**src/rtl/pge_pkg.sv**
```systemverilog
package pge_pkg;
  typedef enum logic [1:0] {
    CMD_NONE  = 2'b00,
    CMD_PUSH  = 2'b01,
    CMD_POP   = 2'b10,
    CMD_CLEAR = 2'b11
  } pge_cmd_e;
endpackage

```
**src/rtl/pge_countdown.sv**
```systemverilog
module pge_countdown #(
  parameter int LEN_W = 4
) (
  input  logic             valid_i,
  input  logic [LEN_W-1:0] top_len_i,
  input  logic             retire_i,
  input  logic             branch_i,
  output logic             expire_o,
  output logic             dec_o,
  output logic [LEN_W-1:0] next_len_o
);
  localparam logic [LEN_W-1:0] PERM = '1;
  localparam logic [LEN_W-1:0] ONE  = LEN_W'(1);

  logic perm;
  logic live;

  assign perm       = (top_len_i == PERM);
  assign live       = valid_i & retire_i & ~perm;
  assign expire_o   = live & (branch_i | (top_len_i <= ONE));
  assign dec_o      = live & ~branch_i & (top_len_i > ONE);
  assign next_len_o = top_len_i - ONE;
endmodule

```
**src/rtl/pge_stack.sv**
```systemverilog
module pge_stack #(
  parameter int DEPTH  = 4,
  parameter int PAGE_W = 3,
  parameter int LEN_W  = 4,
  localparam int ENT_W   = PAGE_W + LEN_W,
  localparam int DEPTH_W = $clog2(DEPTH + 1)
) (
  input  logic                        clk_i,
  input  logic                        rst_ni,
  input  logic                        load_i,
  input  logic [DEPTH-1:0][ENT_W-1:0] load_ents_i,
  input  logic [DEPTH_W-1:0]          load_depth_i,
  input  logic                        clear_i,
  input  logic                        push_i,
  input  logic [ENT_W-1:0]            push_ent_i,
  input  logic                        pop_i,
  input  logic                        dec_i,
  input  logic [LEN_W-1:0]            dec_len_i,
  output logic [DEPTH-1:0][ENT_W-1:0] ents_o,
  output logic [DEPTH_W-1:0]          depth_o,
  output logic [ENT_W-1:0]            top_o
);
  localparam logic [DEPTH_W-1:0] FULL = DEPTH_W'(DEPTH);

  logic [DEPTH-1:0][ENT_W-1:0] ents_q;
  logic [DEPTH_W-1:0]          depth_q;
  logic                        full;
  logic                        empty;
  logic [DEPTH_W-1:0]          top_idx;

  assign full    = (depth_q == FULL);
  assign empty   = (depth_q == '0);
  assign top_idx = depth_q - DEPTH_W'(1);

  for (genvar i = 0; i < DEPTH; i++) begin : g_ent
    localparam logic [DEPTH_W-1:0] IDX = DEPTH_W'(i);
    logic is_top;
    logic push_here;
    assign is_top    = !empty && (top_idx == IDX);
    assign push_here = full ? (IDX == FULL - DEPTH_W'(1)) : (depth_q == IDX);

    always_ff @(posedge clk_i or negedge rst_ni) begin
      if (!rst_ni)                 ents_q[i] <= '0;
      else if (load_i)             ents_q[i] <= load_ents_i[i];
      else if (clear_i)            ents_q[i] <= '0;
      else if (push_i)             begin if (push_here) ents_q[i] <= push_ent_i; end
      else if (pop_i && is_top)    ents_q[i] <= '0;
      else if (dec_i && is_top)    ents_q[i][LEN_W-1:0] <= dec_len_i;
    end
  end

  always_ff @(posedge clk_i or negedge rst_ni) begin
    if (!rst_ni)                depth_q <= '0;
    else if (load_i)            depth_q <= load_depth_i;
    else if (clear_i)           depth_q <= '0;
    else if (push_i)            begin if (!full) depth_q <= depth_q + DEPTH_W'(1); end
    else if (pop_i && !empty)   depth_q <= top_idx;
  end

  always_comb begin
    top_o = '0;
    for (int k = 0; k < DEPTH; k++)
      if (!empty && top_idx == DEPTH_W'(k)) top_o = ents_q[k];
  end

  assign ents_o  = ents_q;
  assign depth_o = depth_q;

  always_comb a_r11_depth_bound: assert (!rst_ni || depth_q <= FULL);
endmodule

```
**src/rtl/pge_csr_map.sv**
```systemverilog
module pge_csr_map #(
  parameter int DEPTH  = 4,
  parameter int PAGE_W = 3,
  parameter int LEN_W  = 4,
  localparam int ENT_W   = PAGE_W + LEN_W,
  localparam int DEPTH_W = $clog2(DEPTH + 1),
  localparam int CSR_W   = DEPTH * ENT_W + DEPTH_W
) (
  input  logic [DEPTH-1:0][ENT_W-1:0] ents_i,
  input  logic [DEPTH_W-1:0]          depth_i,
  input  logic [CSR_W-1:0]            wdata_i,
  output logic [CSR_W-1:0]            rdata_o,
  output logic [DEPTH-1:0][ENT_W-1:0] w_ents_o,
  output logic [DEPTH_W-1:0]          w_depth_o
);
  localparam logic [DEPTH_W-1:0] FULL = DEPTH_W'(DEPTH);

  logic [DEPTH_W-1:0] raw_depth;

  assign rdata_o   = {depth_i, ents_i};
  assign w_ents_o  = wdata_i[DEPTH*ENT_W-1:0];
  assign raw_depth = wdata_i[CSR_W-1 -: DEPTH_W];
  // out-of-range depth clamps to a full stack
  assign w_depth_o = (raw_depth > FULL) ? FULL : raw_depth;
endmodule

```
**src/rtl/page_escape_ctrl.sv**
```systemverilog
module page_escape_ctrl #(
  parameter int DEPTH  = 4,
  parameter int PAGE_W = 3,
  parameter int LEN_W  = 4,
  localparam int ENT_W   = PAGE_W + LEN_W,
  localparam int DEPTH_W = $clog2(DEPTH + 1),
  localparam int CSR_W   = DEPTH * ENT_W + DEPTH_W
) (
  input  logic              clk_i,
  input  logic              rst_ni,
  input  logic              retire_i,
  input  logic              branch_i,
  input  logic [1:0]        cmd_i,
  input  logic [PAGE_W-1:0] sel_page_i,
  input  logic [LEN_W-1:0]  sel_len_i,
  input  logic              csr_we_i,
  input  logic [CSR_W-1:0]  csr_wdata_i,
  output logic [CSR_W-1:0]  csr_rdata_o,
  output logic [PAGE_W-1:0] page_o,
  output logic              base_o
);
  import pge_pkg::*;

  localparam logic [DEPTH_W-1:0] FULL = DEPTH_W'(DEPTH);

  pge_cmd_e                    cmd;
  logic [DEPTH-1:0][ENT_W-1:0] ents;
  logic [DEPTH_W-1:0]          depth;
  logic [ENT_W-1:0]            top;
  logic [DEPTH-1:0][ENT_W-1:0] w_ents;
  logic [DEPTH_W-1:0]          w_depth;
  logic                        expire, dec;
  logic [LEN_W-1:0]            next_len;
  logic                        plain;
  logic                        do_push, do_pop, do_clear;

  assign cmd      = pge_cmd_e'(cmd_i);
  assign plain    = (cmd == CMD_NONE);
  assign do_push  = (cmd == CMD_PUSH) && (sel_len_i != '0);
  assign do_clear = (cmd == CMD_CLEAR);
  assign do_pop   = (cmd == CMD_POP) || (plain && expire);

  pge_countdown #(.LEN_W(LEN_W)) u_cd (
    .valid_i    (depth != '0),
    .top_len_i  (top[LEN_W-1:0]),
    .retire_i   (retire_i),
    .branch_i   (branch_i),
    .expire_o   (expire),
    .dec_o      (dec),
    .next_len_o (next_len)
  );

  pge_stack #(.DEPTH(DEPTH), .PAGE_W(PAGE_W), .LEN_W(LEN_W)) u_stack (
    .clk_i        (clk_i),
    .rst_ni       (rst_ni),
    .load_i       (csr_we_i),
    .load_ents_i  (w_ents),
    .load_depth_i (w_depth),
    .clear_i      (do_clear),
    .push_i       (do_push),
    .push_ent_i   ({sel_page_i, sel_len_i}),
    .pop_i        (do_pop),
    .dec_i        (plain && dec),
    .dec_len_i    (next_len),
    .ents_o       (ents),
    .depth_o      (depth),
    .top_o        (top)
  );

  pge_csr_map #(.DEPTH(DEPTH), .PAGE_W(PAGE_W), .LEN_W(LEN_W)) u_map (
    .ents_i    (ents),
    .depth_i   (depth),
    .wdata_i   (csr_wdata_i),
    .rdata_o   (csr_rdata_o),
    .w_ents_o  (w_ents),
    .w_depth_o (w_depth)
  );

  assign page_o = top[ENT_W-1:LEN_W];
  assign base_o = (depth == '0);

  a_r2_push_grows: assert property (@(posedge clk_i) disable iff (!rst_ni)
    (!csr_we_i && do_push && depth < FULL) |=>
      (csr_rdata_o[CSR_W-1 -: DEPTH_W] == $past(depth) + DEPTH_W'(1)) && (page_o == $past(sel_page_i)));
  a_r8_full_push: assert property (@(posedge clk_i) disable iff (!rst_ni)
    (!csr_we_i && do_push && depth == FULL) |=> csr_rdata_o[CSR_W-1 -: DEPTH_W] == FULL);
  a_r7_clear: assert property (@(posedge clk_i) disable iff (!rst_ni)
    (!csr_we_i && do_clear) |=> base_o && csr_rdata_o == '0);
  a_r9_empty_stays: assert property (@(posedge clk_i) disable iff (!rst_ni)
    (!csr_we_i && !do_push && base_o) |=> base_o && page_o == '0);
  a_r4_perm_hold: assert property (@(posedge clk_i) disable iff (!rst_ni)
    (!csr_we_i && plain && !base_o && top[LEN_W-1:0] == '1) |=> $stable(csr_rdata_o));
  a_r11_write: assert property (@(posedge clk_i) disable iff (!rst_ni)
    (csr_we_i && csr_wdata_i[CSR_W-1 -: DEPTH_W] <= FULL) |=> csr_rdata_o == $past(csr_wdata_i));
endmodule

```
**config.mk**
```make
export PLATFORM = sky130hd
export DESIGN_NAME = page_escape_ctrl
export DESIGN_NICKNAME = d
export VERILOG_FILES = /design/src/rtl/pge_pkg.sv /design/src/rtl/pge_countdown.sv /design/src/rtl/pge_stack.sv /design/src/rtl/pge_csr_map.sv /design/src/rtl/page_escape_ctrl.sv
export SDC_FILE = /design/constraint.sdc
export NUM_CORES = 1
export LEC_CHECK = 0
export BUFFER_PORTS_ARGS = -buffer_cell sky130_fd_sc_hd__buf_2
export CAP_MARGIN = 25
export CORE_MARGIN = 2
export CORE_UTILIZATION = 38
export CTS_BUF_LIST = sky130_fd_sc_hd__clkbuf_2
export DETAILED_ROUTE_END_ITERATION = 10
export GPL_TIMING_DRIVEN = 0
export PLACE_DENSITY = 0.73
export SLEW_MARGIN = 20
export SYNTH_ARGS = -nofsm -noshare
export SYNTH_HDL_FRONTEND = slang
export SYNTH_SLANG_ARGS = --single-unit
```
**constraint.sdc**
```tcl
create_clock -name clk_i -period 3.92 [get_ports clk_i]
set_clock_uncertainty 0.2 [all_clocks]
set_input_delay 0.588 -clock clk_i [delete_from_list [all_inputs] [get_ports clk_i]]
set_output_delay 0.588 -clock clk_i [all_outputs]
set_load 0.02 [all_outputs]
```
# ---- Word-level counts from Yosys, hierarchy flattened
# Index checks and enable logic that the tools add are counted.
dict set report word_totals {
  register_bits 31
  inputBits 45
  out_inout_bits 35
}
dict set report op_classes {
  n_addsub 3
  n_lt_le_gt_ge 3
  n_eq_ne 16
  n_mux 42
  n_bitwise 8
  reduce_logical 41
}
# operator n
set op_table {}
lappend op_table {{$mux 7} 20}
lappend op_table {{$mux 4} 8}
lappend op_table {{$mux 3} 10}
lappend op_table {{$reduce_bool 4->1} 6}
lappend op_table {{$reduce_bool 5->1} 4}
lappend op_table {{$reduce_and 2->1} 9}
lappend op_table {{$logic_and 1x1->1} 16}
lappend op_table {{$ne 4x2->1 const B} 4}
lappend op_table {{$eq 3x2->1 const B} 4}
lappend op_table {{$eq 3x1->1 const B} 2}
lappend op_table {{$logic_not 3->1} 2}
lappend op_table {{$and 1x1->1} 5}
lappend op_table {{$eq 2x2->1 const B} 2}
lappend op_table {{$eq 4x4->1 const B} 1}
lappend op_table {{$gt 4x1->1 const B} 1}
lappend op_table {{$le 4x1->1 const B} 1}
lappend op_table {{$mux 1} 4}
lappend op_table {{$ne 4x4->1 const B} 1}
lappend op_table {{$sub 4x1->4 const B} 1}
lappend op_table {{$add 3x1->3 const B} 1}
lappend op_table {{$eq 3x3->1 const B} 1}
lappend op_table {{$gt 3x3->1 const B} 1}
lappend op_table {{$reduce_bool 3->1} 1}
lappend op_table {{$sub 3x1->3 const B} 1}
lappend op_table {{other kinds (6)} 7}

# ---- Logic depth before layout (Yosys ltp)
dict set report logic_depth {
  depth_word 19
  mapped_depth 15
}

# ---- By module
# Synthesis repeated with hierarchy kept, for this count alone.
dict set report unflattened {
  cells_unflattened 304
  hier_area_um2 2778.9
}
# mod instances cells_per_inst area_each_um2 seq_area_each_um2
set modules_own_cells {}
lappend modules_own_cells {pge_stack 1 219 2164.6 775.7}
lappend modules_own_cells {pge_csr_map 1 62 459.2 0.0}
lappend modules_own_cells {pge_countdown 1 15 105.1 0.0}
lappend modules_own_cells {page_escape_ctrl 1 8 50.0 0.0}

# ---- Worst setup path after synthesis
# Ideal clock, no wire load.
dict set report synth_timing {
  kind {reg2reg}
  startpoint {register u_stack.depth_q[0] (netlist: u_stack.depth_o[0])}
  endpoint {register u_stack.ents_q, in the netlist u_stack.ents_o[25]}
  t_arrival_ns 3.443
  t_required_ns 3.595
  path_slack_ns 0.151
  stages_incl_launch_ff 15
  path_buffers 1
  period_less_slack_ns 3.769
  cell_sequence {dfrtp_1 -> ha_1 -> clkbuf_1 -> a21oi_1 -> a221oi_1 -> o21ai_0 -> nand2_1 -> inv_1 -> ha_1 -> o211ai_1 -> a211oi_2 -> a2111oi_4 -> nor3_1 -> or3_4 -> mux2_4}
}
dict set report synth_between {
  elab_chain_len 16
  word_cells_on_any_way 32
  cone_classes {1 x add/sub; 1 x order compare; 7 x eq/ne; 5 x mux; 5 x bitwise; 13 x reduce/logical}
}
# element line_no
set synth_rtl {}
lappend synth_rtl {{start, declared} pge_stack.sv:26} ;# logic [DEPTH_W-1:0] depth_q;
lappend synth_rtl {{start signal, assigned} pge_stack.sv:54} ;# else if (load_i) depth_q <= load_depth_i;
lappend synth_rtl {{start signal, assigned} pge_stack.sv:56} ;# else if (push_i) begin if (!full) depth_q <= depth_q + DEPTH_W'(1); end
lappend synth_rtl {{start signal, assigned} pge_stack.sv:57} ;# else if (pop_i && !empty) depth_q <= top_idx;
lappend synth_rtl {{branches (longest 15 deep; another with $le 4x1->1)} n/a}
lappend synth_rtl {{$reduce_and 2->1 (no line) (*)} n/a}
lappend synth_rtl {{end signal, assigned by index} pge_stack.sv:44} ;# else if (load_i) ents_q[i] <= load_ents_i[i];
lappend synth_rtl {{end signal, assigned by index} pge_stack.sv:46} ;# else if (push_i) begin if (push_here) ents_q[i] <= push_ent_i; end
lappend synth_rtl {{end signal, assigned by index} pge_stack.sv:48} ;# else if (dec_i && is_top) ents_q[i][LEN_W-1:0] <= dec_len_i;
lappend synth_rtl {{end, declared} pge_stack.sv:25} ;# logic [DEPTH-1:0][ENT_W-1:0] ents_q;
# Every way passes the cells marked *.
# A chain may end at the register's enable or synchronous reset.

# ---- Worst setup path in the final report
dict set report layout_timing {
  startpoint {register u_stack.depth_q[1] (netlist: u_stack.depth_o[1])}
  endpoint {register u_stack.ents_q, in the netlist u_stack.ents_o[26]}
}
# The elaborated chain is that of the path after synthesis.

==> impl_metrics.csv <==
group,metric,value,unit
timing,setup-tns-final,0,ns
die,core,0.00639,sq mm
clock_network,clk_pin_slew,0.19,ns
synthesis,yosysSeqAreaShare,0.309,
drt,vias_per_cell,5.64,
worst_setup_path,r2r-end,"u_stack.ents_o[26]",
worst_setup_path,path_class,"flip-flop to flip-flop",
drt,firstDrtPassIters,6,
power,powerDensity,445,mW/mm^2
power,switching_share,0.461,
global_route,grt_pass1_wl,12000,um
worst_setup_path,cp-start-kind,"flip-flop",
worst_setup_path,r2r-start,"u_stack.depth_o[1]",
drt,wl,7650,um
die,die_area,0.00728,sq mm
timing,finalSetupViolCount,0,
synthesis,ys_top_cells_by_area,"dfrtp_1 (31%), nand2_1 (6.7%), mux2_1 (6.3%), a21oi_1 (5.0%), ha_1 (4.5%)",
clock_network,numClockSinks,31,
place,dpl.hpwl,6020,um
cells_and_area,nets,425,
power,power.leakage,1.51,nW
worst_setup_path,reg2regPathDepth,14,
timing,slew_headroom,0.529,
power,internal-power,750,uW
worst_setup_path,endpoint_kind,"flip-flop",
cells_and_area,fillers,619,
timing,finalCritPeriodShare,0.975,
clock_network,htreeDepth,2,
cells_and_area,diodes,0,
synthesis,synth-seq-cells,31,
synthesis,synth_flop_cell,"dfrtp_1",
worst_setup_path,cp.required,4.03,ns
clock_network,clockBufferDepth,2,
die,initial_core_util,0.393,
timing,finalCriticalPeriod,3.82,ns
timing,worst_pin_slew,0.707,ns
die,die_y,85.3,um
clock_network,cts_tree,"done",
power,seqPwrFrac,0.334,
synthesis,yosysTopAreaCell,"dfrtp_1",
synthesis,syn_inst,283,
clock_network,cts-buffers-inserted,5,
cells_and_area,drive_above_1_share,0.368,
synthesis,async_flop_share,1.00,
worst_setup_path,crit_fanout,7,
synthesis,yosys.area.top_type_share,0.309,
synthesis,syn_nets,337,
power,p_comb_frac,0.548,
synthesis,yosys-top-cells-count,"nand2_1 (45), dfrtp_1 (31), a21oi_1 (25)",
timing,fmax,262,MHz
die,row_count,29,
cells_and_area,area_delta_synth_final,24.6,%
synthesis,synth_edf_count,0,
power,vdd_drop_max,0.000201,V
cells_and_area,regArea,778,sq um
cells_and_area,multiInputGateArea,0.00170,sq mm
power,power,1.39,mW
synthesis,avgSynthCellArea,8.88,sq um
drt,avgRoutedWirePerCell,17.0,um
worst_setup_path,crit_end,"u_stack.ents_o[26]",
clock_network,cts_root_buffer,"clkbuf_2",
global_route,grt_overflow_total,0,
worst_setup_path,cp.arrival,3.93,ns
place,io_buffers,78,
clock_network,ctsHoldBuffers,0,
synthesis,synthMostInstantiatedCell,"nand2_1",
global_route,grt_pass1_vias,2458,
die,die_w,85.3,um
synthesis,yosysUniqueCellTypes,54,
worst_setup_path,rrSetupSlack,0.1,ns
global_route,grt_max_degree,32,
drt,postRouteAntennaNets,0,
die,floorplan.io_pins,80,
worst_hold_path,hp-class,"primary input to asynchronous set/reset pin",
drt,drt_iter0_markers,246,
worst_setup_path,crit_path_start,"u_stack.depth_o[1]",
timing,rsz0062_at_grt,"true",
power,p_clk_frac,0.118,
drt,drc,0,
global_route,antenna_found_initial,0,
global_route,track_usage,0.209,
clock_network,clock_latency,0.39,ns
flow_run,drv_cap,0,
synthesis,yosysWarnings,0,
place,gp_congestion,0.906,
timing,slew_viol_final,0,
power,switchingPower,641,uW
run_status,run_status,"complete, no violations",
drt,vias,2532,
timing,finalHoldViolations,0,
synthesis,netlist_area,0.00251,sq mm
[placed cells by master, fill, tap and decap left out, drive strengths merged, types with 3 or more instances in the layout]
| cell type | n |
|---|---|
| a211oi | 5 |
| or3 | 3 |
| a21oi | 27 |
| o21ai | 17 |
| o31ai | 4 |
| a221oi | 3 |
| or2 | 4 |
| nor2b | 3 |
| nor3 | 4 |
| inv | 10 |
| nand2 | 45 |
| mux2i | 4 |
| nand3b | 3 |
| dfrtp | 31 |
| mux2 | 27 |
| and2 | 7 |
| ha | 9 |
| clkbuf | 15 |
| nand2b | 4 |
| buf | 85 |
| nor2 | 24 |
| a221o | 11 |
[critical path, cell delays in order, from the launching register on]
cell	delay [ns]
dfrtp_2	0.48
buf_4	0.15
ha_2	0.20
nand3b_1	0.18
a221oi_2	0.35
nand2_1	0.15
nand2_2	0.13
inv_1	0.05
ha_1	0.20
o211ai_1	0.20
a211oi_2	0.09
a2111oi_4	0.57
nor3_1	0.12
or3_4	0.39
mux2_4	0.30
[kinds of logic (layout without fill, tap and decap cells)]
group | after synthesis | after routing | share of synthesized area
AO/OA/AOI/OAI | 82 | 82 | 0.256
buffers and inverters | 22 | 111 | 0.0359
XOR/XNOR | 3 | 3 | 0.0105
adder cells (fa/ha/maj) | 9 | 9 | 0.0448
AND/OR/NAND/NOR | 105 | 105 | 0.203
flip-flops | 31 | 31 | 0.309
multiplexers | 31 | 31 | 0.141
[flip-flops by register name, summed over array words and instances, names as in the netlist]
name and flops:
u_stack.depth_o 3, u_stack.ents_o 28
[area by class of cell]
class                      count  share of cell area
multi-input combinational    230               0.544
sequential                    31               0.249
timing repair buffer          82               0.134
tap                           77              0.0308
buffer                        11              0.0176
inverter                      10              0.0120
clock buffer                   7              0.0112
clock inverter                 1             0.00160
[power groups by stage]
stage / clock network (mW) / logic, mW / registers, mW
floorplan: 0 / 0.403 / 0.550
global route: 0.183 / 0.825 / 0.475
global placement: 0 / 0.702 / 0.466
CTS: 0.167 / 0.730 / 0.462
finish: 0.164 / 0.763 / 0.464
detailed placement: 0 / 0.718 / 0.469
[worst min path at each step]
stage                             startpoint            endpoint  slack, ns  depth (start not counted)
after floorplan                       rst_ni  u_stack.depth_o[0]       0.09                          0
after global placement    u_stack.ents_o[20]  u_stack.ents_o[20]       0.29                          1
after detailed placement  u_stack.ents_o[20]  u_stack.ents_o[20]       0.31                          1
after CTS                             rst_ni  u_stack.ents_o[19]       0.05                          1
after global routing                  rst_ni  u_stack.ents_o[19]       0.07                          1
final                                 rst_ni  u_stack.ents_o[18]       0.01                          1
[through the flow]
step	instances	hold slack, ns	cell area, sq um	setup slack, ns	utilization
global route	449	0.0735	3130	-0.0976	0.490
detailed placement	438	0.305	3000	-0.377	0.470
CTS	447	0.0468	3070	0.000832	0.481
floorplan	283	0.0924	2510	0.151	-
finish	449	0.0136	3130	0.0963	0.490
global placement	438	0.290	3000	-0.265	0.470
[repair_timing]
| action | CTS | global route |
|---|---|---|
| resized for setup | 7 | 15 |
| endpoints found under the setup margin | 27 | 26 |
| buffers inserted | 1 | 3 |
| pin swaps | 1 | 5 |
[layer usage]
layer / global-route usage / wire, um
met1: 0.267 / 3200
met4: 0.0750 / 198
met5: 0 / 0
met3: 0.0467 / 523
met2: 0.347 / 3730
No activity file was read; power rests on OpenSTA's default activity.
